===== src/rtl/pic_pkg.sv =====
// Package: shared register identifiers for the interrupt status controller.
// Assumes the bus address carries the register id in its upper three bits.
package pic_pkg;
    typedef enum logic [2:0] {
        REG_ENABLE  = 3'd0,
        REG_STATUS  = 3'd1,
        REG_PRESET  = 3'd2,
        REG_CLEAR   = 3'd3,
        REG_IRQSEL  = 3'd4,
        REG_NMISEL  = 3'd5,
        REG_PROTECT = 3'd6,
        REG_NONE    = 3'd7
    } pic_reg_e;
endpackage


===== src/rtl/pic_bus_decode.sv =====
// Module: pic_bus_decode
// Splits a word address into register id and word index. Produces one write
// strobe per writable register, and spreads the data word onto per-source
// lanes with a mask marking the sources held in the addressed word.
// Assumes at most one write per cycle and WSEL_W bits of word index.
module pic_bus_decode
    import pic_pkg::*;
#(
    parameter int NUM_SRC = 49,
    parameter int DATA_W  = 32,
    parameter int WSEL_W  = 1,
    localparam int ADDR_W = 3 + WSEL_W
) (
    input  logic              wr_i,
    input  logic [ADDR_W-1:0] addr_i,
    input  logic [DATA_W-1:0] wdata_i,
    output pic_reg_e          reg_id_o,
    output logic [WSEL_W-1:0] word_o,
    output logic              wr_enable_o,
    output logic              wr_preset_o,
    output logic              wr_clear_o,
    output logic              wr_irqsel_o,
    output logic              wr_nmisel_o,
    output logic              wr_protect_o,
    output logic [NUM_SRC-1:0] lane_mask_o,
    output logic [NUM_SRC-1:0] lane_data_o
);
    // Field split of the address.
    always_comb begin
        reg_id_o = pic_reg_e'(addr_i[ADDR_W-1:WSEL_W]);
        word_o   = addr_i[WSEL_W-1:0];
    end

    // Write strobes, one per writable register; status and id 7 get none.
    always_comb begin
        wr_enable_o  = wr_i && (reg_id_o == REG_ENABLE);
        wr_preset_o  = wr_i && (reg_id_o == REG_PRESET);
        wr_clear_o   = wr_i && (reg_id_o == REG_CLEAR);
        wr_irqsel_o  = wr_i && (reg_id_o == REG_IRQSEL);
        wr_nmisel_o  = wr_i && (reg_id_o == REG_NMISEL);
        wr_protect_o = wr_i && (reg_id_o == REG_PROTECT);
    end

    // Per-source lane: which word a source lives in and its data bit.
    for (genvar i = 0; i < NUM_SRC; i++) begin : g_lane
        localparam int WIDX = i / DATA_W;
        localparam int BIDX = i % DATA_W;
        assign lane_mask_o[i] = (int'(word_o) == WIDX);
        assign lane_data_o[i] = wdata_i[BIDX];
    end
endmodule


===== src/rtl/pic_mask_reg.sv =====
// Module: pic_mask_reg
// One per-source configuration register (enable, routing or protection).
// The addressed word's lanes are overwritten on an accepted write. With
// PRIV_ONLY set, writes without the privilege qualifier are dropped.
// Assumes lane mask and data come from pic_bus_decode.
module pic_mask_reg #(
    parameter int NUM_SRC   = 49,
    parameter bit PRIV_ONLY = 1'b0
) (
    input  logic               clk,
    input  logic               rst_n,
    input  logic               wr_hit_i,
    input  logic               priv_i,
    input  logic [NUM_SRC-1:0] lane_mask_i,
    input  logic [NUM_SRC-1:0] lane_data_i,
    output logic [NUM_SRC-1:0] q_o
);
    logic accept;

    // Privilege gate for the write.
    always_comb accept = wr_hit_i && (!PRIV_ONLY || priv_i);

    // Register update of the addressed lanes.
    always_ff @(posedge clk) begin
        if (!rst_n)
            q_o <= '0;
        else if (accept)
            q_o <= (q_o & ~lane_mask_i) | (lane_data_i & lane_mask_i);
    end

    AST_CFG_RESET_ZERO: assert property (@(posedge clk) !rst_n |=> (q_o == '0));

    if (PRIV_ONLY) begin : g_lock_chk
        AST_USER_CFG_LOCKED: assert property (@(posedge clk) disable iff (!rst_n)
            (wr_hit_i && !priv_i) |=> $stable(q_o));
    end
endmodule


===== src/rtl/pic_status_bank.sv =====
// Module: pic_status_bank
// Sticky per-source status bits. An event sets its bit; an accepted preset
// sets and an accepted clear resets. The event beats a clear in the same
// cycle, and a preset beats a clear. A protected bit accepts preset and
// clear only from privileged writes.
// Assumes events are single-cycle pulses synchronous to clk.
module pic_status_bank #(
    parameter int NUM_SRC = 49
) (
    input  logic               clk,
    input  logic               rst_n,
    input  logic [NUM_SRC-1:0] evt_i,
    input  logic               set_i,
    input  logic               clr_i,
    input  logic               priv_i,
    input  logic [NUM_SRC-1:0] lane_mask_i,
    input  logic [NUM_SRC-1:0] lane_data_i,
    input  logic [NUM_SRC-1:0] protect_i,
    output logic [NUM_SRC-1:0] status_o
);
    logic [NUM_SRC-1:0] allowed;
    logic [NUM_SRC-1:0] set_eff;
    logic [NUM_SRC-1:0] clr_eff;
    logic [NUM_SRC-1:0] status_nxt;

    // Which sources this access may touch.
    always_comb allowed = ~protect_i | {NUM_SRC{priv_i}};

    // Effective set and clear vectors from the addressed lanes.
    always_comb begin
        set_eff = {NUM_SRC{set_i}} & lane_mask_i & lane_data_i & allowed;
        clr_eff = {NUM_SRC{clr_i}} & lane_mask_i & lane_data_i & allowed;
    end

    // Next status: events and presets dominate clears.
    always_comb status_nxt = evt_i | set_eff | (status_o & ~clr_eff);

    // Status register.
    always_ff @(posedge clk) begin
        if (!rst_n)
            status_o <= '0;
        else
            status_o <= status_nxt;
    end

    AST_STATUS_RESET_ZERO: assert property (@(posedge clk) !rst_n |=> (status_o == '0));

    for (genvar i = 0; i < NUM_SRC; i++) begin : g_bit_chk
        AST_EVT_LATCHES: assert property (@(posedge clk) disable iff (!rst_n)
            evt_i[i] |=> status_o[i]);
        AST_HOLD_NO_CLEAR: assert property (@(posedge clk) disable iff (!rst_n)
            (status_o[i] && !clr_i) |=> status_o[i]);
        AST_NO_SPURIOUS_SET: assert property (@(posedge clk) disable iff (!rst_n)
            (!status_o[i] && !evt_i[i] && !set_i) |=> !status_o[i]);
        AST_PROT_USER_HOLD: assert property (@(posedge clk) disable iff (!rst_n)
            (clr_i && !priv_i && protect_i[i] && status_o[i]) |=> status_o[i]);
    end
endmodule


===== src/rtl/pic_irq_merge.sv =====
// Module: pic_irq_merge
// Reduces the per-source state to the two combined interrupt lines. The
// maskable line needs status, enable and IRQ route; the non-maskable line
// needs status and NMI route only.
// Assumes all inputs are registered state, so outputs are glitch-limited.
module pic_irq_merge #(
    parameter int NUM_SRC = 49
) (
    input  logic               clk,
    input  logic               rst_n,
    input  logic [NUM_SRC-1:0] status_i,
    input  logic [NUM_SRC-1:0] enable_i,
    input  logic [NUM_SRC-1:0] irq_sel_i,
    input  logic [NUM_SRC-1:0] nmi_sel_i,
    output logic               irq_o,
    output logic               nmi_o
);
    // OR reduction of the qualified sources.
    always_comb begin
        irq_o = |(status_i & enable_i & irq_sel_i);
        nmi_o = |(status_i & nmi_sel_i);
    end

    AST_IRQ_NEEDS_ENABLE: assert property (@(posedge clk) disable iff (!rst_n)
        irq_o |-> (|(status_i & enable_i)));
    AST_NMI_NEEDS_STATUS: assert property (@(posedge clk) disable iff (!rst_n)
        nmi_o |-> (|status_i));
endmodule


===== src/rtl/priv_irq_ctrl.sv =====
// Module: priv_irq_ctrl (top)
// Interrupt status controller with per-source mask, IRQ/NMI routing,
// software preset and clear, raw trigger pass-through and per-source
// privilege protection. Read data is combinational from the address.
// Assumes one bus write per cycle and a synchronous active-low reset.
module priv_irq_ctrl
    import pic_pkg::*;
#(
    parameter int NUM_SRC = 49,
    parameter int DATA_W  = 32,
    localparam int WORDS  = (NUM_SRC + DATA_W - 1) / DATA_W,
    localparam int WSEL_W = (WORDS > 1) ? $clog2(WORDS) : 1,
    localparam int ADDR_W = 3 + WSEL_W,
    localparam int PAD_W  = WORDS * DATA_W
) (
    input  logic               clk,
    input  logic               rst_n,
    input  logic               bus_wr_i,
    input  logic               bus_priv_i,
    input  logic [ADDR_W-1:0]  bus_addr_i,
    input  logic [DATA_W-1:0]  bus_wdata_i,
    output logic [DATA_W-1:0]  bus_rdata_o,
    input  logic [NUM_SRC-1:0] hw_evt_i,
    output logic [NUM_SRC-1:0] raw_trig_o,
    output logic               irq_o,
    output logic               nmi_o
);
    pic_reg_e           reg_id;
    logic [WSEL_W-1:0]  word;
    logic               wr_enable, wr_preset, wr_clear;
    logic               wr_irqsel, wr_nmisel, wr_protect;
    logic [NUM_SRC-1:0] lane_mask, lane_data;
    logic [NUM_SRC-1:0] enable_q, irq_sel_q, nmi_sel_q, protect_q, status_q;
    logic [PAD_W-1:0]   rd_vec;

    pic_bus_decode #(.NUM_SRC(NUM_SRC), .DATA_W(DATA_W), .WSEL_W(WSEL_W)) u_decode (
        .wr_i        (bus_wr_i),
        .addr_i      (bus_addr_i),
        .wdata_i     (bus_wdata_i),
        .reg_id_o    (reg_id),
        .word_o      (word),
        .wr_enable_o (wr_enable),
        .wr_preset_o (wr_preset),
        .wr_clear_o  (wr_clear),
        .wr_irqsel_o (wr_irqsel),
        .wr_nmisel_o (wr_nmisel),
        .wr_protect_o(wr_protect),
        .lane_mask_o (lane_mask),
        .lane_data_o (lane_data)
    );

    pic_mask_reg #(.NUM_SRC(NUM_SRC), .PRIV_ONLY(1'b0)) u_enable (
        .clk(clk), .rst_n(rst_n), .wr_hit_i(wr_enable), .priv_i(bus_priv_i),
        .lane_mask_i(lane_mask), .lane_data_i(lane_data), .q_o(enable_q)
    );
    pic_mask_reg #(.NUM_SRC(NUM_SRC), .PRIV_ONLY(1'b1)) u_irq_sel (
        .clk(clk), .rst_n(rst_n), .wr_hit_i(wr_irqsel), .priv_i(bus_priv_i),
        .lane_mask_i(lane_mask), .lane_data_i(lane_data), .q_o(irq_sel_q)
    );
    pic_mask_reg #(.NUM_SRC(NUM_SRC), .PRIV_ONLY(1'b1)) u_nmi_sel (
        .clk(clk), .rst_n(rst_n), .wr_hit_i(wr_nmisel), .priv_i(bus_priv_i),
        .lane_mask_i(lane_mask), .lane_data_i(lane_data), .q_o(nmi_sel_q)
    );
    pic_mask_reg #(.NUM_SRC(NUM_SRC), .PRIV_ONLY(1'b1)) u_protect (
        .clk(clk), .rst_n(rst_n), .wr_hit_i(wr_protect), .priv_i(bus_priv_i),
        .lane_mask_i(lane_mask), .lane_data_i(lane_data), .q_o(protect_q)
    );

    pic_status_bank #(.NUM_SRC(NUM_SRC)) u_status (
        .clk(clk), .rst_n(rst_n), .evt_i(hw_evt_i),
        .set_i(wr_preset), .clr_i(wr_clear), .priv_i(bus_priv_i),
        .lane_mask_i(lane_mask), .lane_data_i(lane_data),
        .protect_i(protect_q), .status_o(status_q)
    );

    pic_irq_merge #(.NUM_SRC(NUM_SRC)) u_merge (
        .clk(clk), .rst_n(rst_n), .status_i(status_q), .enable_i(enable_q),
        .irq_sel_i(irq_sel_q), .nmi_sel_i(nmi_sel_q),
        .irq_o(irq_o), .nmi_o(nmi_o)
    );

    // Unmasked trigger pass-through.
    always_comb raw_trig_o = hw_evt_i;

    // Select the readable register, zero-padded to whole words.
    always_comb begin
        rd_vec = '0;
        unique case (reg_id)
            REG_ENABLE:  rd_vec[NUM_SRC-1:0] = enable_q;
            REG_STATUS:  rd_vec[NUM_SRC-1:0] = status_q;
            REG_IRQSEL:  rd_vec[NUM_SRC-1:0] = irq_sel_q;
            REG_NMISEL:  rd_vec[NUM_SRC-1:0] = nmi_sel_q;
            REG_PROTECT: rd_vec[NUM_SRC-1:0] = protect_q;
            default:     rd_vec = '0;
        endcase
    end

    // Word slice of the selected register.
    always_comb begin
        if (int'(word) < WORDS)
            bus_rdata_o = rd_vec[int'(word)*DATA_W +: DATA_W];
        else
            bus_rdata_o = '0;
    end

    AST_RAW_FOLLOWS_EVT: assert property (@(posedge clk) disable iff (!rst_n)
        raw_trig_o == hw_evt_i);
    AST_STATUS_RO: assert property (@(posedge clk) disable iff (!rst_n)
        (bus_wr_i && reg_id == REG_STATUS && hw_evt_i == '0) |=> (status_q & ~$past(status_q)) == '0);
endmodule


===== config.mk =====
export PLATFORM = sky130hd
export DESIGN_NAME = priv_irq_ctrl
export DESIGN_NICKNAME = d
export VERILOG_FILES = /design/src/rtl/pic_pkg.sv /design/src/rtl/pic_bus_decode.sv /design/src/rtl/pic_mask_reg.sv /design/src/rtl/pic_status_bank.sv /design/src/rtl/pic_irq_merge.sv /design/src/rtl/priv_irq_ctrl.sv
export SDC_FILE = /design/constraint.sdc
export NUM_CORES = 1
export LEC_CHECK = 0
export ABC_CLOCK_PERIOD_IN_PS = 3800
export BUFFER_PORTS_ARGS = -buffer_cell sky130_fd_sc_hd__buf_2
export CAP_MARGIN = 20
export CORE_MARGIN = 5
export CORE_UTILIZATION = 25
export CTS_CLUSTER_DIAMETER = 30
export DETAILED_ROUTE_END_ITERATION = 8
export SKIP_LAST_GASP = 1
export SLEW_MARGIN = 30
export SYNTH_ARGS = -nofsm -noshare
export SYNTH_HDL_FRONTEND = slang
export SYNTH_SLANG_ARGS = --single-unit

===== constraint.sdc =====
create_clock -name clk -period 3.8 [get_ports clk]
set_clock_uncertainty 0.05 [all_clocks]
set_input_delay 0.57 -clock clk [delete_from_list [all_inputs] [get_ports clk]]
set_output_delay 0.57 -clock clk [all_outputs]
set_load 0.005 [all_outputs]

==> results of run 1 <==
==> layout by cell type (no fill, tap or decap), types with 51 or more instances in the layout <==
cell type | Yosys | layout
a21boi_0 | 128 | 128
a21boi_1 | 68 | 68
a22o_1 | 58 | 58
a31oi_1 | 58 | 58
buf_2 | 44 | 168
clkbuf_16 | 0 | 51
dfxtp_1 | 245 | 245
nand2_1 | 401 | 401
nand2b_1 | 55 | 55
nor2_1 | 68 | 66
==> kinds of logic (layout without fill, tap and decap cells) <==
| group | after synthesis | after routing | share of synthesized area |
|---|---|---|---|
| other cells | 0 | 1 | 0 |
| buf+inv | 193 | 305 | 0.0772 |
| mux | 49 | 49 | 0.0377 |
| simple gates | 602 | 602 | 0.197 |
| compound gates | 540 | 540 | 0.311 |
| flops | 245 | 245 | 0.377 |
==> layout make-up <==
cell class	instances	area, µm²
clock buffer	61	1360
clock inverter	29	314
tap	680	851
fill	5387	35600
antenna	1	2.50
sequential	245	4900
timing repair buffer	215	1260
multi-input combinational	1191	7140
==> power by group through the flow <==
stage / sequential (W) / combinational, W / clock (W)
final: 0.00271 / 0.000622 / 0.00434
after global routing: 0.00271 / 0.000673 / 0.00453
after CTS: 0.00271 / 0.000621 / 0.00439
after detailed placement: 0.00276 / 0.000620 / 0
after global placement: 0.00276 / 0.000611 / 0
after floorplan: 0.00272 / 0.000412 / 0
==> how the worst min path moves through the flow <==
stage                 startpoint                               end  slack (ps)  cells past startpoint
floorplan              flip-flop                         flip-flop         390                      2
global placement       flip-flop                         flip-flop         400                      2
detailed placement     flip-flop                         flip-flop         410                      2
CTS                 hw_evt_i[38]  u_status.status_o[38]$_SDFF_PN0_         180                      2
global route        hw_evt_i[38]  u_status.status_o[38]$_SDFF_PN0_         200                      2
finish              hw_evt_i[38]  u_status.status_o[38]$_SDFF_PN0_         200                      2
==> per-stage QoR <==
step                instance area, µm²  setup WS [ps]   util
global route                     15800            195  0.308
detailed placement               14200            615  0.275
global placement                 14200            628  0.275
CTS                              15800            387  0.308
floorplan                        13000           1510      -
finish                           15800            360  0.308
==> metal layers <==
metal / part of all wire / GRT usage
met2: 0.44 / 0.268
met4: 0.031 / 0.0574
met1: 0.42 / 0.234
met5: 0.00025 / 0
met3: 0.11 / 0.0578
==> worst max-delay path, delay by kind of cell, from the launching register on <==
family / cells / cell delay [ps]
flip-flops: 1 / 370
AO/OA/AOI/OAI: 2 / 860
AND/OR/NAND/NOR: 2 / 850
buffers and inverters: 1 / 190
==> flow_metrics.env, run 1 <==
export IMPL_first_pass_iters=5
export IMPL_core_um2=51400
export IMPL_required_ps=3180
export IMPL_hold_viol=0
export IMPL_cp_start_kind="flip-flop"
export IMPL_comb_power_share=0.081
export IMPL_slowest_delay_ps=670
export IMPL_clock_path_buffers=3
export IMPL_max_vdd_ir_drop_uv=290
export IMPL_ys_ff_latch=245
export IMPL_synth_flop_cell="dfxtp_1"
export IMPL_stdcell_count=2422
export IMPL_rows=83
export IMPL_die_area_um2=56700
export IMPL_drive_above_1_share=0.180
export IMPL_worstSetupPathType="reg -> out"
export IMPL_clk_latency_ps=550
export IMPL_p_switching_w=0.00191
export IMPL_r2r_slack_ps=2660
export IMPL_fp_dieH_um=238
export IMPL_grt_max_degree=121
export IMPL_period_share=0.905
export IMPL_syn_avg_cell_area_um2=7.99
export IMPL_port_buffers=171
export IMPL_area_growth_pct=21.7
export IMPL_swShare=0.249
export IMPL_synth_area_leader_cell="dfxtp_1"
export IMPL_syn_inst=1629
export IMPL_netlist_area_um2=13000
export IMPL_yosysUniqueCellTypes=33
export IMPL_cp_data_arrival_time_ps=2820
export IMPL_cts_tree="yes"
export IMPL_antenna_found_initial=1
export IMPL_grt_pass1_vias=12200
export IMPL_synth_top_area_frac=0.377
export IMPL_synth_common_cells="401 x nand2_1, 245 x dfxtp_1, 128 x a21boi_0"
export IMPL_slowest_stage="or4_1"
export IMPL_place_hpwl_um=35600
export IMPL_setup_tns_final_ps=0
export IMPL_fin_nets=1791
export IMPL_post_cts_setup_buffers=0
export IMPL_reg2reg_depth=4
export IMPL_synth_edf_count=0
export IMPL_grt_ovfl_total=0
export IMPL_root_buffer="clkbuf_16"
export IMPL_grt_pass1_wl_um=77700
export IMPL_end_kind="primary output"
export IMPL_initial_core_util=0.253
export IMPL_seqPwrFrac=0.353
export IMPL_drtIter0Drc=1274
export IMPL_vias_per_cell=5.33
export IMPL_place_congestion=0.880
export IMPL_hold_buffers=0
export IMPL_route_detailed_drc=0
export IMPL_pwr_share_clk=0.565
export IMPL_synth_seq_area_share=0.377
export IMPL_fmax_mhz=291
export IMPL_num_io_pins=172
export IMPL_finalMaxSlewViolations=0
export IMPL_p_int_w=0.00576
export IMPL_cts_clk_slew_worst_paths_ps=50
export IMPL_hold_class="in -> reg"
export IMPL_min_period_ps=3440
export IMPL_yosysMostFrequentCell="nand2_1"
export IMPL_endpoint="nmi_o"
export IMPL_ys_warn_count=0
export IMPL_ant_nets=0
export IMPL_rsz0062_at_grt="no"
export IMPL_ys_top_cells_by_area="dfxtp_1 38%, nand2_1 12%, a21boi_0 7.4%"
export IMPL_vias=12900
export IMPL_cp_cell_sequence="a22o_1 > a221oi_1 > nand4_1 > or4_1 > buf_2"
export IMPL_numCtsBuffers=49
export IMPL_wl_per_cell_um=21.5
export IMPL_syn_nets=1718
export IMPL_p_leak_nw=5.68
export IMPL_powerDensity_nw_per_um2=485
export IMPL_status="finished clean"
export IMPL_crit_path_max_fanout=4
export IMPL_track_usage=0.175
export IMPL_worstSetupStartpoint="u_status.status_o[5]$_SDFF_PN0_"
export IMPL_slew_headroom=0.362
export IMPL_ys_async_sr_fraction=0
export IMPL_timing_rr_end="u_status.status_o[40]$_SDFF_PN0_"
export IMPL_setup_viol=0
export IMPL_fin_hold_ws_ps=196
export IMPL_clock_sinks=245
export IMPL_cts_resized=0
export IMPL_finalPower_w=0.00768
export IMPL_h_tree_depth=2
export IMPL_cap_violations=0
export IMPL_dp_cells=2331
export IMPL_die_w_um=238
export IMPL_wl_um=52200
export IMPL_worstMarginPinSlew_ps=955
Note: power is estimated with default switching activity, not from simulation.
==> run 2, diff against run 1 <==
SYNTH_HIERARCHICAL = 1   (was default)
==> flow_metrics.env, run 2 <==
export IMPL_hold_depth=3
export IMPL_num_io_pins=172
export IMPL_swShare=0.255
export IMPL_syn_avg_cell_area_um2=8.08
export IMPL_rows=91
export IMPL_p_int_w=0.00607
export IMPL_cp_start_kind="flip-flop"
export IMPL_synthMuxAreaShare=0.191
export IMPL_reg2reg_depth=3
export IMPL_fp_dieH_um=259
export IMPL_place_congestion=0.829
export IMPL_comb_power_share=0.093
export IMPL_grt_ovfl_total=0
export IMPL_timing_rr_end="u_status/status_o[36]$_SDFF_PN0_"
export IMPL_yosysUniqueCellTypes=40
export IMPL_syn_nets=2000
export IMPL_first_pass_iters=6
export IMPL_slew_headroom=0.363
export IMPL_area_growth_pct=13.8
export IMPL_finalMaxSlewViolations=0
export IMPL_fmax_mhz=290
export IMPL_die_w_um=259
export IMPL_holdPathEnd="u_status/status_o[36]$_SDFF_PN0_"
export IMPL_clock_sinks=245
export IMPL_synth_compound_area_frac=0.138
export IMPL_max_vdd_ir_drop_uv=308
export IMPL_cp_data_arrival_time_ps=2830
export IMPL_status="finished clean"
export IMPL_route_detailed_drc=0
export IMPL_ant_nets=0
export IMPL_period_share=0.908
export IMPL_fin_nets=1973
export IMPL_worstSetupStartpoint="u_status/status_o[23]$_SDFF_PN0_"
export IMPL_worstMarginPinSlew_ps=956
export IMPL_synth_fa_ha_area_frac=0
export IMPL_clk_latency_ps=560
export IMPL_synth_common_cells="442 x nand2_1, 294 x mux2i_1, 245 x dfxtp_1"
export IMPL_setup_viol=0
export IMPL_grt_max_degree=179
export IMPL_cap_violations=0
export IMPL_die_area_um2=66900
export IMPL_setup_tns_final_ps=0
export IMPL_worstSetupPathType="reg -> out"
export IMPL_pwr_share_clk=0.574
export IMPL_final_cell_mix="442 x nand2_1, 294 x mux2i_1, 245 x dfxtp_1"
export IMPL_crit_path_max_fanout=4
export IMPL_core_um2=61500
export IMPL_hold_viol=0
export IMPL_synth_top_family_by_area="simple AND/OR/NAND/NOR gates"
export IMPL_ys_top_cells_by_area="dfxtp_1 32%, mux2i_1 19%, nand2_1 11%"
export IMPL_cts_resized=0
export IMPL_end_kind="primary output"
export IMPL_antenna_found_initial=7
export IMPL_p_leak_nw=7.93
export IMPL_syn_inst=1911
export IMPL_wl_um=55500
export IMPL_seqPwrFrac=0.333
export IMPL_ys_warn_count=6
export IMPL_synth_seq_area_share=0.318
export IMPL_vias_per_cell=5.12
export IMPL_vias=13900
export IMPL_synth_area_leader_cell="dfxtp_1"
export IMPL_cts_clk_slew_worst_paths_ps=50
export IMPL_synth_edf_count=0
export IMPL_fin_hold_ws_ps=253
export IMPL_initial_core_util=0.251
export IMPL_grt_pass1_wl_um=82200
export IMPL_nFillCells=6584
export IMPL_p_switching_w=0.00208
export IMPL_r2r_slack_ps=2740
export IMPL_yosysMostFrequentCell="nand2_1"
export IMPL_synthSimpleGateAreaFrac=0.217
export IMPL_min_period_ps=3450
export IMPL_synth_flop_cell="dfxtp_1"
export IMPL_hold_class="in -> reg"
export IMPL_ys_async_sr_fraction=0
export IMPL_r2r_start="u_status/status_o[36]$_SDFF_PN0_"
export IMPL_required_ps=3180
export IMPL_track_usage=0.156
export IMPL_hold_buffers=0
export IMPL_wl_per_cell_um=20.4
export IMPL_layout_commonest_cell="nand2_1"
export IMPL_drive_above_1_share=0.163
export IMPL_rsz0062_at_grt="no"
export IMPL_powerDensity_nw_per_um2=464
export IMPL_hp_start="hw_evt_i[36]"
export IMPL_h_tree_depth=2
export IMPL_synth_top_area_frac=0.318
export IMPL_numCtsBuffers=50
export IMPL_root_buffer="clkbuf_16"
export IMPL_post_cts_setup_buffers=0
export IMPL_clock_path_buffers=3
export IMPL_ys_ff_latch=245
export IMPL_place_hpwl_um=36300
export IMPL_drtIter0Drc=1635
export IMPL_grt_pass1_vias=12500
export IMPL_synthXorXnorAreaFrac=0
export IMPL_netlist_area_um2=15400
export IMPL_utilization=0.286
export IMPL_cts_tree="yes"
export IMPL_port_buffers=171
-- run 2: cells by family (layout without fill, tap and decap cells) --
kind of cell | Yosys count | after routing
flip-flops | 245 | 245
buffers and inverters | 335 | 347
multiplexers | 294 | 294
AO/OA/AOI/OAI | 291 | 291
AND/OR/NAND/NOR | 746 | 746
other | 0 | 3
-- run 2: how the worst max path moves through the flow --
stage / cells after the start / end / slack, ps
detailed placement: 7 / bus_rdata_o[7] / 670
CTS: 5 / nmi_o / 510
floorplan: 8 / bus_rdata_o[17] / 1630
finish: 5 / irq_o / 350
global placement: 7 / bus_rdata_o[7] / 730
global route: 6 / irq_o / 300
-- run 2: per-stage QoR --
step	area, µm²	worst slack [ps]	total power [W]	cells
after floorplan	15400	1630	0.00333	1911
after global placement	15800	725	0.00350	2622
after detailed placement	15800	668	0.00351	2622
after CTS	17600	513	0.00818	2713
after global routing	17600	299	0.00840	2714
final	17600	348	0.00815	2716
-- run 2: layout make-up --
type                       instances  area [µm²]  share of cell area
clock buffer                      67        1440              0.0817
inverter                          53         204              0.0116
tap                              790         988              0.0562
timing repair buffer             203        1250              0.0711
multi-input combinational       1331        8440               0.480
clock inverter                    24         350              0.0199
sequential                       245        4900               0.279
antenna                            3        7.51            0.000427
-- run 2: per-layer routing --
| layer | up-vias | GRT usage | share of wire |
|---|---|---|---|
| met5 | - | 0 | 0.00099 |
| li1 | 6570 | - | - |
| met2 | 666 | 0.227 | 0.43 |
| met3 | 63 | 0.0513 | 0.12 |
| met4 | 8 | 0.0316 | 0.015 |
| met1 | 6600 | 0.226 | 0.44 |
-- run 2: power by group through the flow --
stage	clock network, W	registers (W)	logic (W)
finish	0.00468	0.00271	0.000760
global route	0.00486	0.00271	0.000822
CTS	0.00472	0.00271	0.000751
detailed placement	0	0.00276	0.000747
global placement	0	0.00276	0.000743
floorplan	0	0.00272	0.000605
-- run 2: critical path, cell delays in order, from the launching register on --
cell     delay [ps]
dfxtp_1         400
nand3_1         360
nand3_1         300
nor4_1          590
nand4_1         380
buf_2           250
==> run 3, diff against run 2 <==
==> constraint.sdc (replaced) <==
create_clock -name clk -period 3.8 [get_ports clk]
set_clock_uncertainty 0.05 [all_clocks]
set_input_delay 0.95 -clock clk [delete_from_list [all_inputs] [get_ports clk]]
set_output_delay 0.95 -clock clk [all_outputs]
set_load 0.005 [all_outputs]
==> flow_metrics.env, run 3 (same netlist as run 2, synthesis figures left out) <==
export IMPL_fmax_mhz=276
export IMPL_track_usage=0.158
export IMPL_route_detailed_drc=0
export IMPL_cpLargestDelayFamily="simple AND/OR/NAND/NOR gates"
export IMPL_wl_met2_um=23700
export IMPL_p_leak_nw=8.20
export IMPL_port_buffers=171
export IMPL_cp_cell_sequence="nand3_1 > nand3_1 > nor4_2 > nand4_1 > buf_2"
export IMPL_numCtsBuffers=56
export IMPL_clk_latency_ps=560
export IMPL_clock_path_buffers=3
export IMPL_period_share=0.954
export IMPL_wl_met1_um=25300
export IMPL_slowest_stage="nor4_2"
export IMPL_drive_above_1_share=0.178
export IMPL_die_area_um2=66900
export IMPL_required_ps=2800
export IMPL_ant_nets=0
export IMPL_grt_ovfl_total=0
export IMPL_hold_viol=0
export IMPL_fp_dieH_um=259
export IMPL_drtIter0Drc=1574
export IMPL_root_buffer="clkbuf_16"
export IMPL_vias=14100
export IMPL_grt_pass1_vias=12800
export IMPL_highest_signal_layer="met4"
export IMPL_hold_class="reg -> reg"
export IMPL_finalPower_w=0.00872
export IMPL_max_vdd_ir_drop_uv=288
export IMPL_wl_per_cell_um=20.4
export IMPL_grt_pass1_wl_um=83200
export IMPL_cp_data_arrival_time_ps=2620
export IMPL_h_tree_depth=2
export IMPL_num_io_pins=172
export IMPL_rows=91
export IMPL_worstSetupPathType="reg -> out"
export IMPL_die_w_um=259
export IMPL_vias_per_cell=5.13
export IMPL_layout_commonest_cell="nand2_1"
export IMPL_setup_tns_final_ps=0
export IMPL_initial_core_util=0.251
export IMPL_post_cts_setup_buffers=0
export IMPL_final_cell_mix="442 x nand2_1, 294 x mux2i_1, 245 x dfxtp_1"
export IMPL_rsz0062_at_grt="no"
export IMPL_setup_viol=0
export IMPL_cp_start_kind="flip-flop"
export IMPL_critPathBufInv=1
export IMPL_min_period_ps=3620
export IMPL_slew_headroom=0.488
export IMPL_cts_tree="yes"
export IMPL_hold_buffers=0
export IMPL_clock_sinks=245
export IMPL_status="finished clean"
export IMPL_powerDensity_nw_per_um2=481
export IMPL_finalMaxSlewViolations=0
export IMPL_slowest_delay_ps=520
export IMPL_wl_met3_um=5480
export IMPL_cts_clk_slew_worst_paths_ps=50
export IMPL_core_um2=61500
export IMPL_place_hpwl_um=37800
export IMPL_end_kind="primary output"
export IMPL_timing_critical_path_mode_cell="nand3_1"
export IMPL_grt_max_degree=107
export IMPL_place_congestion=0.842
export IMPL_area_growth_pct=17.2
export IMPL_cts_resized=0
export IMPL_utilization=0.294
export IMPL_first_pass_iters=5
export IMPL_fin_nets=2001
export IMPL_wl_um=56100
export IMPL_worstMarginPinSlew_ps=768
export IMPL_antenna_found_initial=5
export IMPL_cap_violations=0
export IMPL_crit_path_max_fanout=4
## run 3: final timing paths
path	cells after the start	slack [ps]	endpoint	start
worst max-delay path	5	180	irq_o	u_status/status_o[23]$_SDFF_PN0_
worst min-delay path	2	420	flip-flop	flip-flop
worst max register to register	3	2730	u_status/status_o[36]$_SDFF_PN0_	u_status/status_o[36]$_SDFF_PN0_
worst min register to register	2	420	flip-flop	flip-flop
## run 3: layout make-up
cell class              count  area [µm²]
multi-input cells        1331        8450
fillers                  6544       43400
clock inverters            33         480
repair buffers            225        1510
flip-flops and latches    245        4900
well taps                 790         988
diodes                      5        12.5
clock buffers              70        1560
inverters                  53         204
## run 3: layer usage
metal / vias to the layer above / track usage
met1: 6767 / 0.230
li1: 6645 / -
met5: - / 0
met3: 81 / 0.0385
met2: 633 / 0.229
met4: 0 / 0.0472
## run 3: worst min-delay path, delay by kind of cell, from the launching register on
kind	cells	cell delay (ps)
mux	1	50
simple gates	1	60
flops	1	310
## run 3: where the power goes
group | switching [W] | leakage, nW | internal, W
combinational | 0.000510 | 5.22 | 0.000282
sequential | 0.0000773 | 1.99 | 0.00263
clock | 0.00159 | 0.994 | 0.00362
total | 0.00218 | 8.20 | 0.00654
## run 3: per-stage QoR
stage | hold slack, ps | instances | setup WS, ps | cell area (µm²)
2_1_floorplan | 396 | 1911 | 872 | 15400
3_3_place_gp | 409 | 2644 | 348 | 16000
3_5_place_dp | 416 | 2644 | 342 | 16000
4_1_cts | 422 | 2747 | 190 | 18100
5_1_grt | 439 | 2749 | 182 | 18100
6_report | 421 | 2752 | 175 | 18100
